--- src/rtl/hwloop_pkg.sv ---
package hwloop_pkg;
  localparam int unsigned HL_ADDR_W = 24;
  localparam int unsigned HL_CNT_W  = 16;
  localparam int unsigned HL_BUS_W  = 32;
  localparam int unsigned HL_NREG   = 4;
  localparam int unsigned HL_SEL_W  = $clog2(HL_NREG);

  typedef logic [HL_ADDR_W-1:0] hl_addr_t;
  typedef logic [HL_CNT_W-1:0]  hl_cnt_t;
  typedef logic [HL_BUS_W-1:0]  hl_bus_t;

  typedef enum logic [HL_SEL_W-1:0] {
    SEL_END      = 2'd0,
    SEL_END_SAVE = 2'd1,
    SEL_CNT      = 2'd2,
    SEL_CNT_SAVE = 2'd3
  } hl_sel_e;

  function automatic hl_bus_t widen_addr(hl_addr_t a);
    return {{(HL_BUS_W-HL_ADDR_W){1'b0}}, a};
  endfunction

  function automatic hl_bus_t widen_cnt(hl_cnt_t c);
    return {{(HL_BUS_W-HL_CNT_W){1'b0}}, c};
  endfunction

  function automatic hl_addr_t narrow_addr(hl_bus_t w);
    return w[HL_ADDR_W-1:0];
  endfunction

  function automatic hl_cnt_t narrow_cnt(hl_bus_t w);
    return w[HL_CNT_W-1:0];
  endfunction

  // another pass remains when more than one iteration is left
  function automatic logic cnt_repeats(hl_cnt_t c);
    return c > hl_cnt_t'(1);
  endfunction

  function automatic hl_cnt_t cnt_step(hl_cnt_t c);
    return c - hl_cnt_t'(1);
  endfunction
endpackage

--- src/rtl/hwloop_end_detect.sv ---
module hwloop_end_detect
  import hwloop_pkg::*;
(
  input  logic     pc_vld,
  input  hl_addr_t pc,
  input  hl_addr_t la,
  input  hl_cnt_t  lc,
  input  logic     lf,
  input  logic     start_take,
  output logic     at_end,
  output logic     ev_branch,
  output logic     ev_exit
);
  always_comb begin
    at_end    = pc_vld && lf && (pc == la) && !start_take;
    ev_branch = at_end && cnt_repeats(lc);
    ev_exit   = at_end && !cnt_repeats(lc);
  end
endmodule

--- src/rtl/hwloop_addr_bank.sv ---
module hwloop_addr_bank
  import hwloop_pkg::*;
(
  input  logic     clk,
  input  logic     rst_n,
  input  logic     ev_start,
  input  hl_addr_t start_addr,
  input  logic     ev_exit,
  input  logic     wr_end,
  input  logic     wr_save,
  input  hl_addr_t wdata,
  output hl_addr_t la_q,
  output hl_addr_t la2_q
);
  always_ff @(posedge clk or negedge rst_n) begin
    if (!rst_n) begin
      la_q  <= '0;
      la2_q <= '0;
    end else if (ev_start) begin
      la2_q <= la_q;
      la_q  <= start_addr;
    end else if (ev_exit) begin
      la_q <= la2_q;
    end else begin
      if (wr_end)  la_q  <= wdata;
      if (wr_save) la2_q <= wdata;
    end
  end
endmodule

--- src/rtl/hwloop_cnt_bank.sv ---
module hwloop_cnt_bank
  import hwloop_pkg::*;
(
  input  logic    clk,
  input  logic    rst_n,
  input  logic    ev_start,
  input  logic    start_explicit,
  input  hl_cnt_t start_cnt,
  input  logic    ev_branch,
  input  logic    ev_exit,
  input  logic    nest_q,
  input  logic    wr_cnt,
  input  logic    wr_save,
  input  hl_cnt_t wdata,
  output hl_cnt_t lc_q,
  output hl_cnt_t lc2_q
);
  always_ff @(posedge clk or negedge rst_n) begin
    if (!rst_n) begin
      lc_q  <= '0;
      lc2_q <= '0;
    end else if (ev_start) begin
      if (start_explicit) begin
        lc2_q <= lc_q;
        lc_q  <= start_cnt;
      end
    end else if (ev_branch) begin
      lc_q <= cnt_step(lc_q);
    end else if (ev_exit) begin
      if (nest_q) lc_q <= lc2_q;
    end else begin
      if (wr_cnt)  lc_q  <= wdata;
      if (wr_save) lc2_q <= wdata;
    end
  end
endmodule

--- src/rtl/hwloop_ctrl.sv ---
module hwloop_ctrl
  import hwloop_pkg::*;
(
  input  logic                clk,
  input  logic                rst_n,
  input  logic                start_vld,
  input  logic                start_use_lc,
  input  logic [HL_ADDR_W-1:0] start_end_addr,
  input  logic [HL_CNT_W-1:0]  start_cnt,
  input  logic                pc_vld,
  input  logic [HL_ADDR_W-1:0] pc,
  input  logic                acc_we,
  input  logic [HL_SEL_W-1:0]  acc_sel,
  input  logic [HL_BUS_W-1:0]  acc_wdata,
  output logic [HL_BUS_W-1:0]  acc_rdata,
  output logic                branch_back,
  output logic                loop_flag,
  output logic                nest_flag
);
  hl_addr_t la_q, la2_q;
  hl_cnt_t  lc_q, lc2_q;
  hl_cnt_t  cnt_eff;
  logic     ev_start, at_end, ev_branch, ev_exit, wr_ok;
  logic [HL_NREG-1:0] wr_vec;

  // effective count and start acceptance
  always_comb begin
    cnt_eff  = start_use_lc ? lc_q : start_cnt;
    ev_start = start_vld && (cnt_eff != '0);
  end

  hwloop_end_detect u_det (
    .pc_vld    (pc_vld),
    .pc        (pc),
    .la        (la_q),
    .lc        (lc_q),
    .lf        (loop_flag),
    .start_take(ev_start),
    .at_end    (at_end),
    .ev_branch (ev_branch),
    .ev_exit   (ev_exit)
  );

  assign wr_ok = acc_we && !ev_start && !at_end;

  for (genvar i = 0; i < HL_NREG; i++) begin : g_wdec
    assign wr_vec[i] = wr_ok && (acc_sel == HL_SEL_W'(i));
  end

  hwloop_addr_bank u_addr (
    .clk       (clk),
    .rst_n     (rst_n),
    .ev_start  (ev_start),
    .start_addr(start_end_addr),
    .ev_exit   (ev_exit),
    .wr_end    (wr_vec[SEL_END]),
    .wr_save   (wr_vec[SEL_END_SAVE]),
    .wdata     (narrow_addr(acc_wdata)),
    .la_q      (la_q),
    .la2_q     (la2_q)
  );

  hwloop_cnt_bank u_cnt (
    .clk           (clk),
    .rst_n         (rst_n),
    .ev_start      (ev_start),
    .start_explicit(!start_use_lc),
    .start_cnt     (start_cnt),
    .ev_branch     (ev_branch),
    .ev_exit       (ev_exit),
    .nest_q        (nest_flag),
    .wr_cnt        (wr_vec[SEL_CNT]),
    .wr_save       (wr_vec[SEL_CNT_SAVE]),
    .wdata         (narrow_cnt(acc_wdata)),
    .lc_q          (lc_q),
    .lc2_q         (lc2_q)
  );

  // status flags
  always_ff @(posedge clk or negedge rst_n) begin
    if (!rst_n) begin
      loop_flag <= 1'b0;
      nest_flag <= 1'b0;
    end else if (ev_start) begin
      nest_flag <= loop_flag;
      loop_flag <= 1'b1;
    end else if (ev_exit) begin
      loop_flag <= nest_flag;
      nest_flag <= 1'b0;
    end
  end

  always_comb begin
    unique case (hl_sel_e'(acc_sel))
      SEL_END:      acc_rdata = widen_addr(la_q);
      SEL_END_SAVE: acc_rdata = widen_addr(la2_q);
      SEL_CNT:      acc_rdata = widen_cnt(lc_q);
      default:      acc_rdata = widen_cnt(lc2_q);
    endcase
  end

  assign branch_back = ev_branch;
endmodule

--- config.mk ---
export PLATFORM = sky130hd
export DESIGN_NAME = hwloop_ctrl
export DESIGN_NICKNAME = d
export VERILOG_FILES = /design/src/rtl/hwloop_pkg.sv /design/src/rtl/hwloop_end_detect.sv /design/src/rtl/hwloop_addr_bank.sv /design/src/rtl/hwloop_cnt_bank.sv /design/src/rtl/hwloop_ctrl.sv
export SDC_FILE = /design/constraint.sdc
export NUM_CORES = 1
export LEC_CHECK = 0
export ABC_AREA = 1
export BUFFER_PORTS_ARGS = -buffer_cell sky130_fd_sc_hd__buf_4
export CAP_MARGIN = 15
export CORE_MARGIN = 1.5
export CORE_UTILIZATION = 56
export CTS_CLUSTER_DIAMETER = 100
export DETAILED_ROUTE_END_ITERATION = 8
export PLACE_DENSITY = 0.82
export SLEW_MARGIN = 15
export SYNTH_ARGS = -nofsm -noshare
export SYNTH_HDL_FRONTEND = slang
export SYNTH_HIERARCHICAL = 1
export SYNTH_SLANG_ARGS = --single-unit
export TNS_END_PERCENT = 10
--- constraint.sdc ---
create_clock -name clk -period 2.8 [get_ports clk]
set_input_delay 0 -clock clk [delete_from_list [all_inputs] [get_ports clk]]
set_output_delay 0 -clock clk [all_outputs]
set_load 0.005 [all_outputs]
==> metrics.log <==
INFO  metric run_status = finished clean
INFO  metric portBuffers = 122
INFO  metric num-fill-cells = 912
INFO  metric maxCapViolations = 0
INFO  metric flow.area_growth_from_synthesis = 30.11%
INFO  metric drc_markers = 0
INFO  metric final_net_count = 1328
INFO  metric setup_viol = 0
INFO  metric tritoncts_clock_tree = yes
INFO  metric final_skew = 7.006 ps
INFO  metric grt_start_max_net_pins = 90
INFO  metric cts.path.max_buffers = 2
INFO  metric hold_path.class = in -> reg
INFO  metric worstSkewPairLatency = 350 ps
INFO  metric post-route-cell-area = 8444 um2
INFO  metric hold_depth = 5
INFO  metric cts_htree_levels = 3
INFO  metric detailroute.via_count = 7586
INFO  metric effective_utilization_at_floorplan = 57.08%
INFO  metric postRouteAntennaNets = 0
INFO  metric globalplace.congestion = 0.8845
INFO  metric syn_area = 6490 um2
INFO  metric layout-drive-gt1-share = 18.00%
INFO  metric regToRegStartpoint = u_cnt/lc_q[11]
INFO  metric finalHoldViolations = 0
INFO  metric numPlacedInstances = 1300
INFO  metric worstPathRequired = 3020 ps
INFO  metric synth_enable_flop_cells = 0
INFO  metric row_count = 39
INFO  metric place_worst_setup_slack = -73.64 ps
INFO  metric powerDensity = 465.3 nW/um2
INFO  metric grt_overflow = 0
INFO  metric chipWidth = 110.7 um
INFO  metric synthesis.area_per_instance = 6.152 um2
INFO  metric vias_per_cell = 5.533
INFO  metric r2r_setup_slack = 70 ps
INFO  metric numCtsBuffers = 9
INFO  metric timing.hold.worst.start = start_cnt[14]
INFO  metric design.die.area = 12240 um2
INFO  metric clkSlewWorstSetupHoldPaths = 60 ps
INFO  metric post-dp-hpwl = 14150 um
INFO  metric dpl_cell_area = 7505 um2
INFO  metric layout.cells.non_filler = 1371
INFO  metric sink_count_of_the_clock_tree = 82
INFO  metric worst_path_max_fanout = 17
INFO  metric yosys.cell_types.count = 44
INFO  metric final.hold.worst_slack = 1.792 ps
INFO  metric grt_util_all_layers = 34.11%
INFO  metric synth_seq_area_share = 31.62%
INFO  metric drt_first_iter_violations = 941
INFO  metric pnr_worst_setup_slack = 74.47 ps
INFO  metric worst_setup_path_end_kind = flop
INFO  metric antenna-diode-count = 0
INFO  metric layout_min_cycle_time = 2726 ps
INFO  metric maxClockFrequency = 366.9 MHz
INFO  metric yosysWarningCount = 6
INFO  metric first_pass_grt_wire_length = 34000 um
INFO  metric synth-async-reset-ratio = 100.0%
INFO  metric r2r-end = u_cnt/lc_q[2]
INFO  metric grt_pass1_vias = 6971
INFO  metric vdd_ir_drop_max = 0.0003094 V
INFO  metric synthCells = 1055
INFO  metric clockRootBuffer = sky130_fd_sc_hd__clkbuf_16
INFO  metric detailedRoute.firstPassIterationCount = 8
INFO  metric synth-main-ff-cell = sky130_fd_sc_hd__dfrtp_1
INFO  metric power_leakage = 4.419 nW
INFO  metric finalCritPeriodShare = 97.34%
INFO  metric grt_antenna_before_repair = 0
INFO  metric core_area = 11370 um2
INFO  metric max_transition_margin = 57.24%
INFO  metric maxSlewViolCount = 0
INFO  metric synth_seq_cells = 82
INFO  metric worstSetupPathType = reg -> reg
INFO  metric tightestPinTransition = 639.9 ps
INFO  metric hold-path-endpoint = u_cnt/lc_q[14]
INFO  metric postLayoutCoreUtil = 74.27%
INFO  metric r2r_cells = 19
INFO  metric die_h = 110.7 um
INFO  metric critical_path.startpoint_type = flop
INFO  metric num_io_pins = 139
INFO  metric post_drt_wl_per_cell = 15.38 um
INFO  metric postRouteWirelength = 21090 um
INFO  metric timing.critical_path.arrival = 2950 ps
cells by family (layout without fill, tap and decap cells):
logic type | Yosys count | count (layout) | share of synthesized area [%]
fa+ha+maj | 1 | 1 | 0.1928
other cells | 1 | 8 | 0.05778
flops | 82 | 82 | 31.62
simple gates | 699 | 700 | 45.46
compound gates | 100 | 100 | 9.293
buf+inv | 163 | 328 | 12.17
xor+xnor | 9 | 9 | 1.214
layout make-up:
| class | instances | area (um2) | share of cell area (%) |
|---|---|---|---|
| Multi-Input combinational cell | 818 | 3762 | 44.55 |
| Sequential cell | 82 | 2052 | 24.30 |
| Tap cell | 143 | 178.9 | 2.119 |
| Inverter | 104 | 415.4 | 4.919 |
| Clock buffer | 12 | 256.5 | 3.037 |
| Timing Repair Buffer | 208 | 1729 | 20.48 |
| Clock inverter | 4 | 50.05 | 0.5927 |
per-layer routing:
layer | vias to the layer above | GRT usage, % | share of wire (%)
li1 | 3641 | - | -
met1 | 3445 | 46.22 | 41
met2 | 439 | 55.19 | 47
met3 | 61 | 5.741 | 9.2
met4 | 0 | 12.39 | 2.8
met5 | - | 0 | 0
power breakdown:
group / internal [mW] / switching, mW
sequential: 1.35 / 0.155
combinational: 0.511 / 0.676
clock: 0.739 / 0.502
total: 2.60 / 1.33
cells in the final DEF, fill, tap and decap left out, drive strengths merged, types with 4 or more instances in the layout:
cell	instances
a21oi	17
a221oi	5
a31oi	8
buf	157
clkbuf	12
conb	8
dfrtp	82
dlygate4sd3	51
inv	103
nand2	482
nand3	100
nand4	11
nor2	94
nor3	7
o211ai	15
o21ai	51
xnor2	4
xor2	5
critical path: stages, from the launching register on:
cell                       delay (ps)
sky130_fd_sc_hd__dfrtp_1          390
sky130_fd_sc_hd__nor2_1           100
sky130_fd_sc_hd__nand2_1           70
sky130_fd_sc_hd__nor2_2           160
sky130_fd_sc_hd__nand3_2          110
sky130_fd_sc_hd__nand3_4          110
sky130_fd_sc_hd__inv_2             50
sky130_fd_sc_hd__nor2_1           110
sky130_fd_sc_hd__nand2_1           70
sky130_fd_sc_hd__nor2_2           130
sky130_fd_sc_hd__nand3_4          120
sky130_fd_sc_hd__nor3_4           270
sky130_fd_sc_hd__buf_6            160
sky130_fd_sc_hd__nand2_1           80
sky130_fd_sc_hd__nand3_4          120
sky130_fd_sc_hd__nand2_8          100
sky130_fd_sc_hd__nand2_8          110
sky130_fd_sc_hd__clkinv_8         100
sky130_fd_sc_hd__a21oi_2          130
sky130_fd_sc_hd__a22oi_1           80
Yosys cell counts, types with 2 or more instances:
master / instances / area (um2)
sky130_fd_sc_hd__nand3_1: 96 / 480.5
sky130_fd_sc_hd__nor2_4: 3 / 33.78
sky130_fd_sc_hd__o21ai_1: 7 / 35.03
sky130_fd_sc_hd__buf_4: 18 / 135.1
sky130_fd_sc_hd__xor2_1: 5 / 43.79
sky130_fd_sc_hd__inv_2: 6 / 22.52
sky130_fd_sc_hd__nand2_1: 474 / 1779
sky130_fd_sc_hd__o2111ai_2: 2 / 30.03
sky130_fd_sc_hd__o211ai_1: 15 / 112.6
sky130_fd_sc_hd__buf_2: 19 / 95.09
sky130_fd_sc_hd__nand3b_1: 2 / 15.01
sky130_fd_sc_hd__a21oi_1: 17 / 85.08
sky130_fd_sc_hd__nor3_1: 6 / 30.03
sky130_fd_sc_hd__o21ai_2: 3 / 26.28
sky130_fd_sc_hd__nand2_4: 4 / 45.04
sky130_fd_sc_hd__buf_6: 7 / 78.83
sky130_fd_sc_hd__a31oi_1: 8 / 50.05
sky130_fd_sc_hd__nand3_4: 3 / 52.55
sky130_fd_sc_hd__clkbuf_1: 11 / 41.29
sky130_fd_sc_hd__o21ai_0: 41 / 205.2
sky130_fd_sc_hd__inv_1: 94 / 352.8
sky130_fd_sc_hd__nor2_1: 84 / 315.3
sky130_fd_sc_hd__nor2_2: 7 / 43.79
sky130_fd_sc_hd__nand2_2: 3 / 18.77
sky130_fd_sc_hd__dfrtp_1: 82 / 2052
sky130_fd_sc_hd__xnor2_1: 4 / 35.03
sky130_fd_sc_hd__nand4_1: 10 / 62.56
sky130_fd_sc_hd__inv_4: 2 / 12.51
sky130_fd_sc_hd__a221oi_1: 5 / 43.79
sky130_fd_sc_hd__buf_1: 3 / 11.26
sequential cells by signal, indices dropped and copies added, names as in the netlist:
signal / count
u_cnt/lc2_q: 16
loop_flag: 1
nest_flag: 1
u_cnt/lc_q: 16
u_addr/la2_q: 24
u_addr/la_q: 24
per-stage QoR:
| stage | setup TNS [ps] | power [mW] |
|---|---|---|
| finish | 0 | 3.929 |
| global route | -543.3 | 4.138 |
| CTS | -6.416 | 3.882 |
| detailed placement | -527.3 | 2.595 |
| global placement | 0 | 2.571 |
| floorplan | 0 | 2.130 |
repair_timing:
| action | in CTS | in global routing |
|---|---|---|
| pin swaps | 0 | 4 |
| buffers inserted | 0 | 3 |
| hold endpoints to repair | 92 | 0 |
| hold buffers | 51 | 0 |
| resized for setup | 3 | 16 |
| endpoints found under the setup margin | 25 | 80 |
| cloned | 0 | 1 |
worst max path at each step:
stage                   startpoint              to
floorplan            u_cnt/lc_q[7]  u_cnt/lc_q[15]
global placement     u_cnt/lc_q[8]   u_cnt/lc_q[2]
detailed placement  u_cnt/lc_q[11]  u_addr/la_q[5]
CTS                  u_cnt/lc_q[8]   u_cnt/lc_q[2]
global route         u_cnt/lc_q[3]   u_cnt/lc_q[5]
finish              u_cnt/lc_q[11]   u_cnt/lc_q[2]
(Power assumes the default switching activity.)
